===== src/rtl/pwrmode_pkg.sv =====
package pwrmode_pkg;

    localparam int unsigned MC_CLKS_DEF  = 12;
    localparam int unsigned QUAL_MC_DEF  = 2;
    localparam int unsigned N_IRQ_DEF    = 4;

    typedef enum logic [1:0] {
        PM_RUN   = 2'd0,
        PM_IDLE  = 2'd1,
        PM_PDOWN = 2'd2
    } pm_mode_e;

endpackage


===== src/rtl/pwrmode_mcyc.sv =====
module pwrmode_mcyc #(
    parameter int unsigned MC_CLKS = pwrmode_pkg::MC_CLKS_DEF
) (
    input  logic clk,
    input  logic por_n,
    input  logic run,
    output logic tick
);
    localparam int unsigned CW = (MC_CLKS > 1) ? $clog2(MC_CLKS) : 1;
    localparam logic [CW-1:0] LAST = CW'(MC_CLKS - 1);

    typedef struct packed {
        logic [CW-1:0] cnt;
    } mc_state_t;

    mc_state_t st_d, st_q;

    always_comb begin
        st_d = st_q;
        if (run) begin
            if (st_q.cnt == LAST) st_d.cnt = '0;
            else                  st_d.cnt = st_q.cnt + 1'b1;
        end
    end

    always_ff @(posedge clk or negedge por_n) begin
        if (!por_n) st_q <= '0;
        else        st_q <= st_d;
    end

    assign tick = run && (st_q.cnt == LAST);

    AST_MC_RANGE: assert property (@(posedge clk) disable iff (!por_n)
        st_q.cnt <= LAST);
    AST_MC_FREEZE: assert property (@(posedge clk) disable iff (!por_n)
        !run |=> $stable(st_q.cnt));
    AST_MC_WRAP: assert property (@(posedge clk) disable iff (!por_n)
        tick |=> (st_q.cnt == '0));

endmodule


===== src/rtl/pwrmode_rstqual.sv =====
module pwrmode_rstqual #(
    parameter int unsigned MC_CLKS = pwrmode_pkg::MC_CLKS_DEF,
    parameter int unsigned QUAL_MC = pwrmode_pkg::QUAL_MC_DEF
) (
    input  logic clk,
    input  logic por_n,
    input  logic rst_pin,
    input  logic osc_run,
    output logic core_rst
);
    localparam int unsigned QUAL_CLKS = MC_CLKS * QUAL_MC;
    localparam int unsigned QW = $clog2(QUAL_CLKS + 1);
    localparam logic [QW-1:0] QLAST = QW'(QUAL_CLKS - 1);

    typedef struct packed {
        logic [QW-1:0] cnt;
        logic          rst;
    } q_state_t;

    q_state_t st_d, st_q;

    always_comb begin
        st_d = st_q;
        if (!rst_pin) begin
            st_d.cnt = '0;
            st_d.rst = 1'b0;
        end else if (osc_run) begin
            if (st_q.cnt == QLAST) st_d.rst = 1'b1;
            else                   st_d.cnt = st_q.cnt + 1'b1;
        end
    end

    always_ff @(posedge clk or negedge por_n) begin
        if (!por_n) st_q <= '0;
        else        st_q <= st_d;
    end

    assign core_rst = st_q.rst;

    AST_RST_QUALIFIED: assert property (@(posedge clk) disable iff (!por_n)
        $rose(core_rst) |-> $past(rst_pin));
    AST_RST_RELEASE: assert property (@(posedge clk) disable iff (!por_n)
        !rst_pin |=> !core_rst);
    AST_RST_HOLD: assert property (@(posedge clk) disable iff (!por_n)
        (core_rst && rst_pin) |=> core_rst);

endmodule


===== src/rtl/pwrmode_mode.sv =====
module pwrmode_mode #(
    parameter int unsigned N_IRQ = pwrmode_pkg::N_IRQ_DEF
) (
    input  logic             clk,
    input  logic             por_n,
    input  logic             core_rst,
    input  logic             rst_pin,
    input  logic             pcon_wr,
    input  logic             pcon_idle_req,
    input  logic             pcon_pd_req,
    input  logic [N_IRQ-1:0] irq_pend,
    output logic             in_idle,
    output logic             in_pd,
    output logic             ram_block
);
    import pwrmode_pkg::*;

    typedef struct packed {
        pm_mode_e mode;
        logic     rwb;
    } m_state_t;

    m_state_t st_d, st_q;

    always_comb begin
        st_d = st_q;
        if (!rst_pin) st_d.rwb = 1'b0;
        if (core_rst) begin
            st_d.mode = PM_RUN;
            st_d.rwb  = 1'b0;
        end else begin
            unique case (st_q.mode)
                PM_RUN: begin
                    if (pcon_wr) begin
                        if (pcon_pd_req)        st_d.mode = PM_PDOWN;
                        else if (pcon_idle_req) st_d.mode = PM_IDLE;
                    end
                end
                PM_IDLE: begin
                    if (rst_pin) begin
                        st_d.mode = PM_RUN;
                        st_d.rwb  = 1'b1;
                    end else if (|irq_pend) begin
                        st_d.mode = PM_RUN;
                    end
                end
                PM_PDOWN: st_d.mode = PM_PDOWN;
                default:  st_d.mode = PM_RUN;
            endcase
        end
    end

    always_ff @(posedge clk or negedge por_n) begin
        if (!por_n) st_q <= '{mode: PM_RUN, rwb: 1'b0};
        else        st_q <= st_d;
    end

    assign in_idle   = (st_q.mode == PM_IDLE);
    assign in_pd     = (st_q.mode == PM_PDOWN);
    assign ram_block = st_q.rwb;

    AST_PD_NO_IRQ_EXIT: assert property (@(posedge clk) disable iff (!por_n)
        (in_pd && !core_rst) |=> in_pd);
    AST_RST_CLEARS_MODE: assert property (@(posedge clk) disable iff (!por_n)
        core_rst |=> (!in_idle && !in_pd));
    AST_RWB_NEEDS_PIN: assert property (@(posedge clk) disable iff (!por_n)
        !rst_pin |=> !ram_block);
    AST_MODE_LEGAL: assert property (@(posedge clk) disable iff (!por_n)
        $countones({in_idle, in_pd}) <= 1);

endmodule


===== src/rtl/pwrmode_ctrl.sv =====
module pwrmode_ctrl #(
    parameter int unsigned MC_CLKS = pwrmode_pkg::MC_CLKS_DEF,
    parameter int unsigned QUAL_MC = pwrmode_pkg::QUAL_MC_DEF,
    parameter int unsigned N_IRQ   = pwrmode_pkg::N_IRQ_DEF
) (
    input  logic             clk,
    input  logic             por_n,
    input  logic             rst_pin,
    input  logic             pcon_wr,
    input  logic             pcon_idle_req,
    input  logic             pcon_pd_req,
    input  logic [N_IRQ-1:0] irq_pend,
    output logic             core_rst,
    output logic             cpu_ce,
    output logic             per_ce,
    output logic             osc_run,
    output logic             port_force_hi,
    output logic             mcyc_tick,
    output logic             ram_wr_block,
    output logic             idle_bit,
    output logic             pd_bit
);
    logic in_idle, in_pd, ram_block, rst_q;

    // The reset pin restarts a stopped oscillator.
    assign osc_run       = !in_pd || rst_pin;
    assign per_ce        = !in_pd && !rst_q;
    assign cpu_ce        = per_ce && !in_idle;
    assign port_force_hi = rst_pin || rst_q;
    assign core_rst      = rst_q;
    assign ram_wr_block  = ram_block;
    assign idle_bit      = in_idle;
    assign pd_bit        = in_pd;

    pwrmode_mcyc #(.MC_CLKS(MC_CLKS)) u_mcyc (
        .clk   (clk),
        .por_n (por_n),
        .run   (osc_run),
        .tick  (mcyc_tick)
    );

    pwrmode_rstqual #(.MC_CLKS(MC_CLKS), .QUAL_MC(QUAL_MC)) u_qual (
        .clk      (clk),
        .por_n    (por_n),
        .rst_pin  (rst_pin),
        .osc_run  (osc_run),
        .core_rst (rst_q)
    );

    pwrmode_mode #(.N_IRQ(N_IRQ)) u_mode (
        .clk           (clk),
        .por_n         (por_n),
        .core_rst      (rst_q),
        .rst_pin       (rst_pin),
        .pcon_wr       (pcon_wr),
        .pcon_idle_req (pcon_idle_req),
        .pcon_pd_req   (pcon_pd_req),
        .irq_pend      (irq_pend),
        .in_idle       (in_idle),
        .in_pd         (in_pd),
        .ram_block     (ram_block)
    );

    AST_PD_STOPS_TICK: assert property (@(posedge clk) disable iff (!por_n)
        (in_pd && !rst_pin) |-> !mcyc_tick);

endmodule


===== config.mk =====
export PLATFORM = sky130hd
export DESIGN_NAME = pwrmode_ctrl
export DESIGN_NICKNAME = d
export VERILOG_FILES = /design/src/rtl/pwrmode_pkg.sv /design/src/rtl/pwrmode_mcyc.sv /design/src/rtl/pwrmode_rstqual.sv /design/src/rtl/pwrmode_mode.sv /design/src/rtl/pwrmode_ctrl.sv
export SDC_FILE = /design/constraint.sdc
export NUM_CORES = 1
export LEC_CHECK = 0
export BUFFER_PORTS_ARGS = -buffer_cell sky130_fd_sc_hd__buf_2
export CAP_MARGIN = 20
export CORE_MARGIN = 5
export CORE_UTILIZATION = 40
export DETAILED_ROUTE_END_ITERATION = 8
export PLACE_DENSITY = 0.67
export SLEW_MARGIN = 20
export SYNTH_ARGS = -nofsm -noshare
export SYNTH_HDL_FRONTEND = slang
export SYNTH_SLANG_ARGS = --single-unit

===== constraint.sdc =====
create_clock -name clk -period 1.4 [get_ports clk]
set_clock_uncertainty 0.2 [all_clocks]
set_input_delay 0.21 -clock clk [delete_from_list [all_inputs] [get_ports clk]]
set_output_delay 0.21 -clock clk [all_outputs]
set_load 0.005 [all_outputs]

==> results of run 1 <==
-- state kept, by name, indices dropped and copies added, names as in the netlist --
register	cells
u_mcyc.st_q	4
u_mode.ram_block	1
u_mode.st_q	2
u_qual.core_rst	1
u_qual.st_q	5
-- report_power, final --
group	leakage [uW]	total (uW)	internal, uW	switching, uW
Combinational	0.000390	466	265	200
Clock	0.0000150	244	111	133
Sequential	0.000165	516	440	76.4
Total	0.000570	1230	816	410
-- layer usage --
metal / part of all wire / track usage / up-vias / routed length (um)
met4: 0.0084 / 0.0511 / 0 / 16
li1: - / - / 320 / -
met3: 0.046 / 0.0266 / 2 / 88
met5: 0 / 0 / - / 0
met2: 0.51 / 0.238 / 17 / 979
met1: 0.43 / 0.205 / 311 / 826
-- timing repair --
action | CTS | global route
resized for setup | 13 | 17
hold endpoints to repair | 14 | 0
hold buffers | 7 | 0
pin swaps | 4 | 11
setup buffers | 6 | 6
setup endpoints to repair | 11 | 19
-- cell usage in the layout, fill, tap and decap left out, drive strengths merged --
cell,synthesis,routed
nand2b,1,1
a21oi,3,3
a31oi,1,1
inv,3,3
and2b,2,2
clkbuf,0,4
nor3b,1,1
nand3,6,6
or4,1,1
and2,2,2
nor2b,1,1
nand4b,1,1
xor2,1,1
o211a,1,1
or2,1,1
a311oi,1,1
o21ai,2,2
nor2,4,4
ha,2,2
and3,1,1
nand2,1,1
mux2,1,1
a21o,1,1
a31o,1,1
xnor2,2,2
nor3,4,4
dfrtp,13,13
dlygate4sd3,0,7
buf,1,39
mux2i,1,1
and4,1,1
a21boi,1,1
-- cells by family after synthesis --
family                   after synthesis
AO/OA/AOI/OAI                         11
XOR/XNOR                               3
adder cells (fa/ha/maj)                2
buffers and inverters                  4
flip-flops                            13
multiplexers                           2
AND/OR/NAND/NOR                       27
-- area by class of cell --
class	count	area share
clock buffer	4	0.0230
tap	16	0.0175
sequential	13	0.286
timing repair buffer	46	0.319
inverter	3	0.00985
multi-input combinational	45	0.345
-- worst reg2reg max path, delay by kind of cell (launching register included) --
| family | cells | cell delay (ns) |
|---|---|---|
| simple gates | 3 | 0.66 |
| buf+inv | 2 | 0.24 |
| flops | 1 | 0.40 |
-- stage by stage --
step / TNS (ns) / hold slack, ns / std cells / power, uW
floorplan: 0 / -0.286 / 62 / 686
global placement: -0.0801 / -0.0862 / 107 / 790
detailed placement: -0.152 / -0.0761 / 107 / 798
CTS: -2.17 / 0.0130 / 123 / 1110
global route: -3.05 / 0.00865 / 127 / 1310
finish: -2.22 / 0.0249 / 127 / 1230
-- path summary, 6_finish.rpt --
| kind | startpoint | to | slack (ns) | depth (start not counted) |
|---|---|---|---|---|
| worst max register to register | u_mode.st_q[2] | u_mcyc.st_q[3] | -0.16 | 5 |
| worst min register to register | u_qual.core_rst | u_mode.st_q[2] | 0.32 | 1 |
| max in group asynchronous | por_n | u_qual.core_rst | 0.58 | 2 |
| worst min-delay path | pcon_pd_req | u_mode.st_q[1] | 0.02 | 4 |
| min in group asynchronous | por_n | u_qual.st_q[1] | 0.16 | 2 |
| worst max-delay path | u_mode.st_q[1] | cpu_ce | -0.33 | 4 |
==> impl_metrics.yaml, run 1 <==
layout:
  regArea_um2: 327
  final_util: 0.742
  drive_gt1_frac: 0.568
  fillers: 102
  antennaDiodeCount: 0
  multi_input_area_um2: 394
  final_nets: 124
  area_growth_pct: 71.8
  stdcell_area_mm2: 0.00114
drt:
  first_pass_iters: 4
  viasPerCell: 5.12
  drt-total-wl_mm: 1.91
  wire_per_inst_um: 15.0
  detail-route-antenna-nets: 0
  initialDrtViolationCount: 9
  drc_errors: 0
  num_vias: 650
worst_setup_path:
  worst-path-buf-inv: 2
  crit_type: "register to output pin"
  critPathMaxFanout: 4
  critPathRequiredTime_ns: 0.99
  path_cells: "buf_6 > and2b_2 > nor3_2 > buf_2"
  slowest_stage: "dfrtp_1"
  cpPeakStageDelay_ns: 0.42
  critical_path.top_delay_family: "flip-flops"
  cp-end-kind: "output pin"
  critPathArrivalTime_ns: 1.32
  start_kind: "register"
clock_tree:
  cts_root_buffer: "clkbuf_4"
  numCtsBuffers: 3
  cts.sinks: 13
  htree_num_levels: 1
  cts_buffer_depth: 2
  cts.clk_slew.worst_paths_ns: 0.08
  cts_tree: "yes"
  worstSkewPairLatency_ns: 0.28
yosys:
  avgSynthCellArea_um2: 10.7
  synth_area_leaders: "dfrtp_1 49%, nand3_1 4.5%, ha_1 3.8%"
  synth_xor_area_frac: 0.0395
  ys_seq_elements: 13
  synth_compound_area_frac: 0.113
  synthAdderAreaFrac: 0.0376
  syn_nets: 74
  yosys-top-cells-count: "13 x dfrtp_1, 6 x nand3_1, 4 x nor2_1, 4 x nor3_1, 3 x a21oi_1"
  synth_top_family_by_area: "simple AND/OR/NAND/NOR gates"
  synthMuxAreaShare: 0.0376
  ys_types: 31
  yosys.area_share.simple: 0.250
  yosysSeqAreaShare: 0.489
  synthFlopType: "dfrtp_1"
  syn_inst: 62
  synth.most_common_cell: "dfrtp_1"
  synth_edf_count: 0
  ys_warn_count: 0
  synth_top_area_frac: 0.489
  yosysTopAreaCell: "dfrtp_1"
  ys_async_sr_fraction: 1.00
  syn_area_um2: 666
floorplan:
  start_util: 0.432
  die_area_mm2: 0.00258
  core_mm2: 0.00154
  die_y_um: 50.8
  die_x_um: 50.8
  ioPinCount: 19
  placementRows: 14
place:
  place_hpwl_mm: 1.07
  portBuffers: 18
  place_worst_setup_slack_ns: -0.0735
  place_congestion: 0.755
  dpl-instance-area_um2: 855
pwr:
  ir_drop_mv: 0.577
  power.leakage_uw: 0.000570
  p_per_area_mw_per_mm2: 1070
sta:
  slew_headroom: 0.794
  tightest_slew_ns: 0.309
  drv_slew: 0
  fin_ws_ns: -0.327
  post-route-period-util: 1.23
  rsz0062_at_grt: "true"
  fin_crit_ns: 1.73
  setup_violations: 15
  max_freq_mhz: 579
  hold_violations: 0
run_status:
  outcome: "finished, violations left"
  violations: "negative setup slack"
worst_hold_path:
  min_path_type: "input port to register"
grt:
  gr-total-overflow: 0
  antenna_found_initial: 0
  grt_pass1_vias: 649
  grt_max_degree: 14
  grt_pass1_wl_mm: 3.04
  grt_usage: 0.150
run:
  maxCapViolCount: 0
No activity file was read; power rests on OpenSTA's default activity.
==> inputs of run 2 (changes only) <==
--- a/config.mk
+++ b/config.mk
@@ -7,6 +7,7 @@
 export LEC_CHECK = 0
 export BUFFER_PORTS_ARGS = -buffer_cell sky130_fd_sc_hd__buf_2
 export CAP_MARGIN = 20
+export CORE_ASPECT_RATIO = 1.2
 export CORE_MARGIN = 5
 export CORE_UTILIZATION = 40
 export DETAILED_ROUTE_END_ITERATION = 8
==> run 2 against run 1 <==
The flow still finishes with violations (negative setup slack). Register-to-register slack improved by 0.04 ns. Combinational power down 17%. First-iteration DRC count is 44% lower. Clock power down 3%. Utilization shrank 8.5 points.
==> impl_metrics.yaml, run 2 (same netlist as run 1, synthesis figures left out) <==
sta:
  tightest_slew_ns: 0.300
  holdWs_ns: 0.0137
  slew_headroom: 0.800
  setup_tns_ns: -1.97
  fin_ws_ns: -0.327
  drv_slew: 0
  post-route-period-util: 1.23
  rsz0062_at_grt: "true"
  setup_violations: 12
  max_freq_mhz: 579
  fin_crit_ns: 1.73
  hold_violations: 0
worst_hold_path:
  hold_path_depth: 4
  min_to: "u_mode.st_q[1]"
  hold_start: "irq_pend[2]"
  min_path_type: "input port to register"
layout:
  drive_gt1_frac: 0.538
  area_growth_pct: 58.1
  final_nets: 119
  final_util: 0.657
  largest_register_ffs: 5
  final_cell_mix: "17 x buf_4, 13 x buf_2, 12 x dfrtp_1"
  registers.top_by_ff_count: "u_qual.st_q"
  layout_commonest_cell: "buf_4"
  antennaDiodeCount: 0
  stdcell_area_mm2: 0.00105
  biggestRegsByFlops: "u_qual.st_q x5, u_mcyc.st_q x4, u_mode.st_q x2"
place:
  place_congestion: 0.823
  place_hpwl_mm: 1.12
  dpl-instance-area_um2: 865
  portBuffers: 18
worst_setup_path:
  reg2reg_to: "u_mode.ram_block"
  critPathArrivalTime_ns: 1.32
  cpPeakStageDelay_ns: 0.42
  path_cells: "buf_6 > and2b_2 > nor3_2 > buf_2"
  critPathRequiredTime_ns: 0.99
  crit_type: "register to output pin"
  cp-end-kind: "output pin"
  reg2reg_depth: 5
  slowest_stage: "dfrtp_1"
  r2r_slack_ns: -0.12
  critPathMaxFanout: 4
  reg2reg_from: "u_mode.st_q[1]"
  start_kind: "register"
pwr:
  p_switching_uw: 344
  p_clk_frac: 0.212
  ir_drop_mv: 0.725
  combPwrFrac: 0.348
  power_uw: 1120
  switching_share: 0.308
  p_int_uw: 773
  power.leakage_uw: 0.000538
  seq_power_share: 0.440
  p_per_area_mw_per_mm2: 1060
drt:
  initialDrtViolationCount: 5
  drc_errors: 0
  drt-total-wl_mm: 1.65
  wire_per_inst_um: 13.3
  first_pass_iters: 4
  num_vias: 629
  detail-route-antenna-nets: 0
  viasPerCell: 5.07
clock_tree:
  cts_tree: "yes"
  numCtsBuffers: 3
  cts.sinks: 13
  worstSkewPairLatency_ns: 0.27
  cts_buffer_depth: 2
  cts_root_buffer: "clkbuf_4"
  htree_num_levels: 1
  cts.clk_slew.worst_paths_ns: 0.08
grt:
  antenna_found_initial: 0
  gr-total-overflow: 0
  grt_pass1_vias: 640
  grt_max_degree: 14
  grt_usage: 0.144
  grt_pass1_wl_mm: 2.64
floorplan:
  die_area_mm2: 0.00258
  die_x_um: 47.2
  ioPinCount: 19
  placementRows: 16
  die_y_um: 54.7
  start_util: 0.416
  core_mm2: 0.00160
run_status:
  outcome: "finished, violations left"
  violations: "negative setup slack"
run:
  maxCapViolCount: 0
-- run 2: changes by cell type in the layout (fill, tap and decap cells not counted), sizes merged --
cell         before  now
dlygate4sd3       7    2
-- run 2: worst max path at each step --
stage / start / to / slack, ns
6_report: u_mode.st_q[1] / cpu_ce / -0.33
5_1_grt: u_mode.st_q[1] / cpu_ce / -0.41
4_1_cts: u_mode.st_q[1] / cpu_ce / -0.31
3_5_place_dp: u_mode.st_q[1] / u_mcyc.st_q[1] / -0.05
3_3_place_gp: u_mode.st_q[1] / mcyc_tick / -0.02
2_1_floorplan: u_mode.st_q[1] / mcyc_tick / 0.01
-- run 2: worst max-delay path, delay by kind of cell (launching register included) --
family | cells | cell delay, ns
buffers and inverters | 2 | 0.27
flip-flops | 1 | 0.42
AND/OR/NAND/NOR | 2 | 0.35
-- run 2: metal layers --
| layer | wire, um | GRT usage | vias to the layer above |
|---|---|---|---|
| met1 | 672 | 0.174 | 299 |
| met5 | 0 | 0 | - |
| met2 | 876 | 0.239 | 16 |
| met4 | 25 | 0.0691 | 0 |
| li1 | - | - | 310 |
| met3 | 77 | 0.0296 | 4 |
-- run 2: area by class of cell --
cell class | instances | area, um2
fillers | 126 | 549
multi-input cells | 45 | 352
flip-flops and latches | 13 | 327
repair buffers | 41 | 314
clock buffers | 4 | 26.3
well taps | 18 | 22.5
inverters | 3 | 11.3
-- run 2: power by group through the flow --
| stage | clock (uW) | sequential [uW] | combinational (uW) |
|---|---|---|---|
| 2_1_floorplan | 0 | 496 | 190 |
| 3_3_place_gp | 0 | 496 | 322 |
| 3_5_place_dp | 0 | 497 | 323 |
| 4_1_cts | 239 | 491 | 348 |
| 5_1_grt | 253 | 501 | 430 |
| 6_report | 236 | 492 | 389 |
-- run 2: per-stage QoR --
| step | worst slack [ns] | cells |
|---|---|---|
| 6_report | -0.327 | 124 |
| 5_1_grt | -0.408 | 124 |
| 4_1_cts | -0.307 | 121 |
| 3_5_place_dp | -0.0546 | 110 |
| 3_3_place_gp | -0.0242 | 110 |
| 2_1_floorplan | 0.0130 | 62 |
-- run 2: what timing repair did --
item | 4_1_cts | 5_1_grt
endpoints found under the setup margin | 11 | 17
pin swaps | 7 | 9
gates resized for setup | 10 | 11
endpoints found under the hold margin | 14 | 0
setup buffers | 5 | 4
hold buffers | 2 | 0
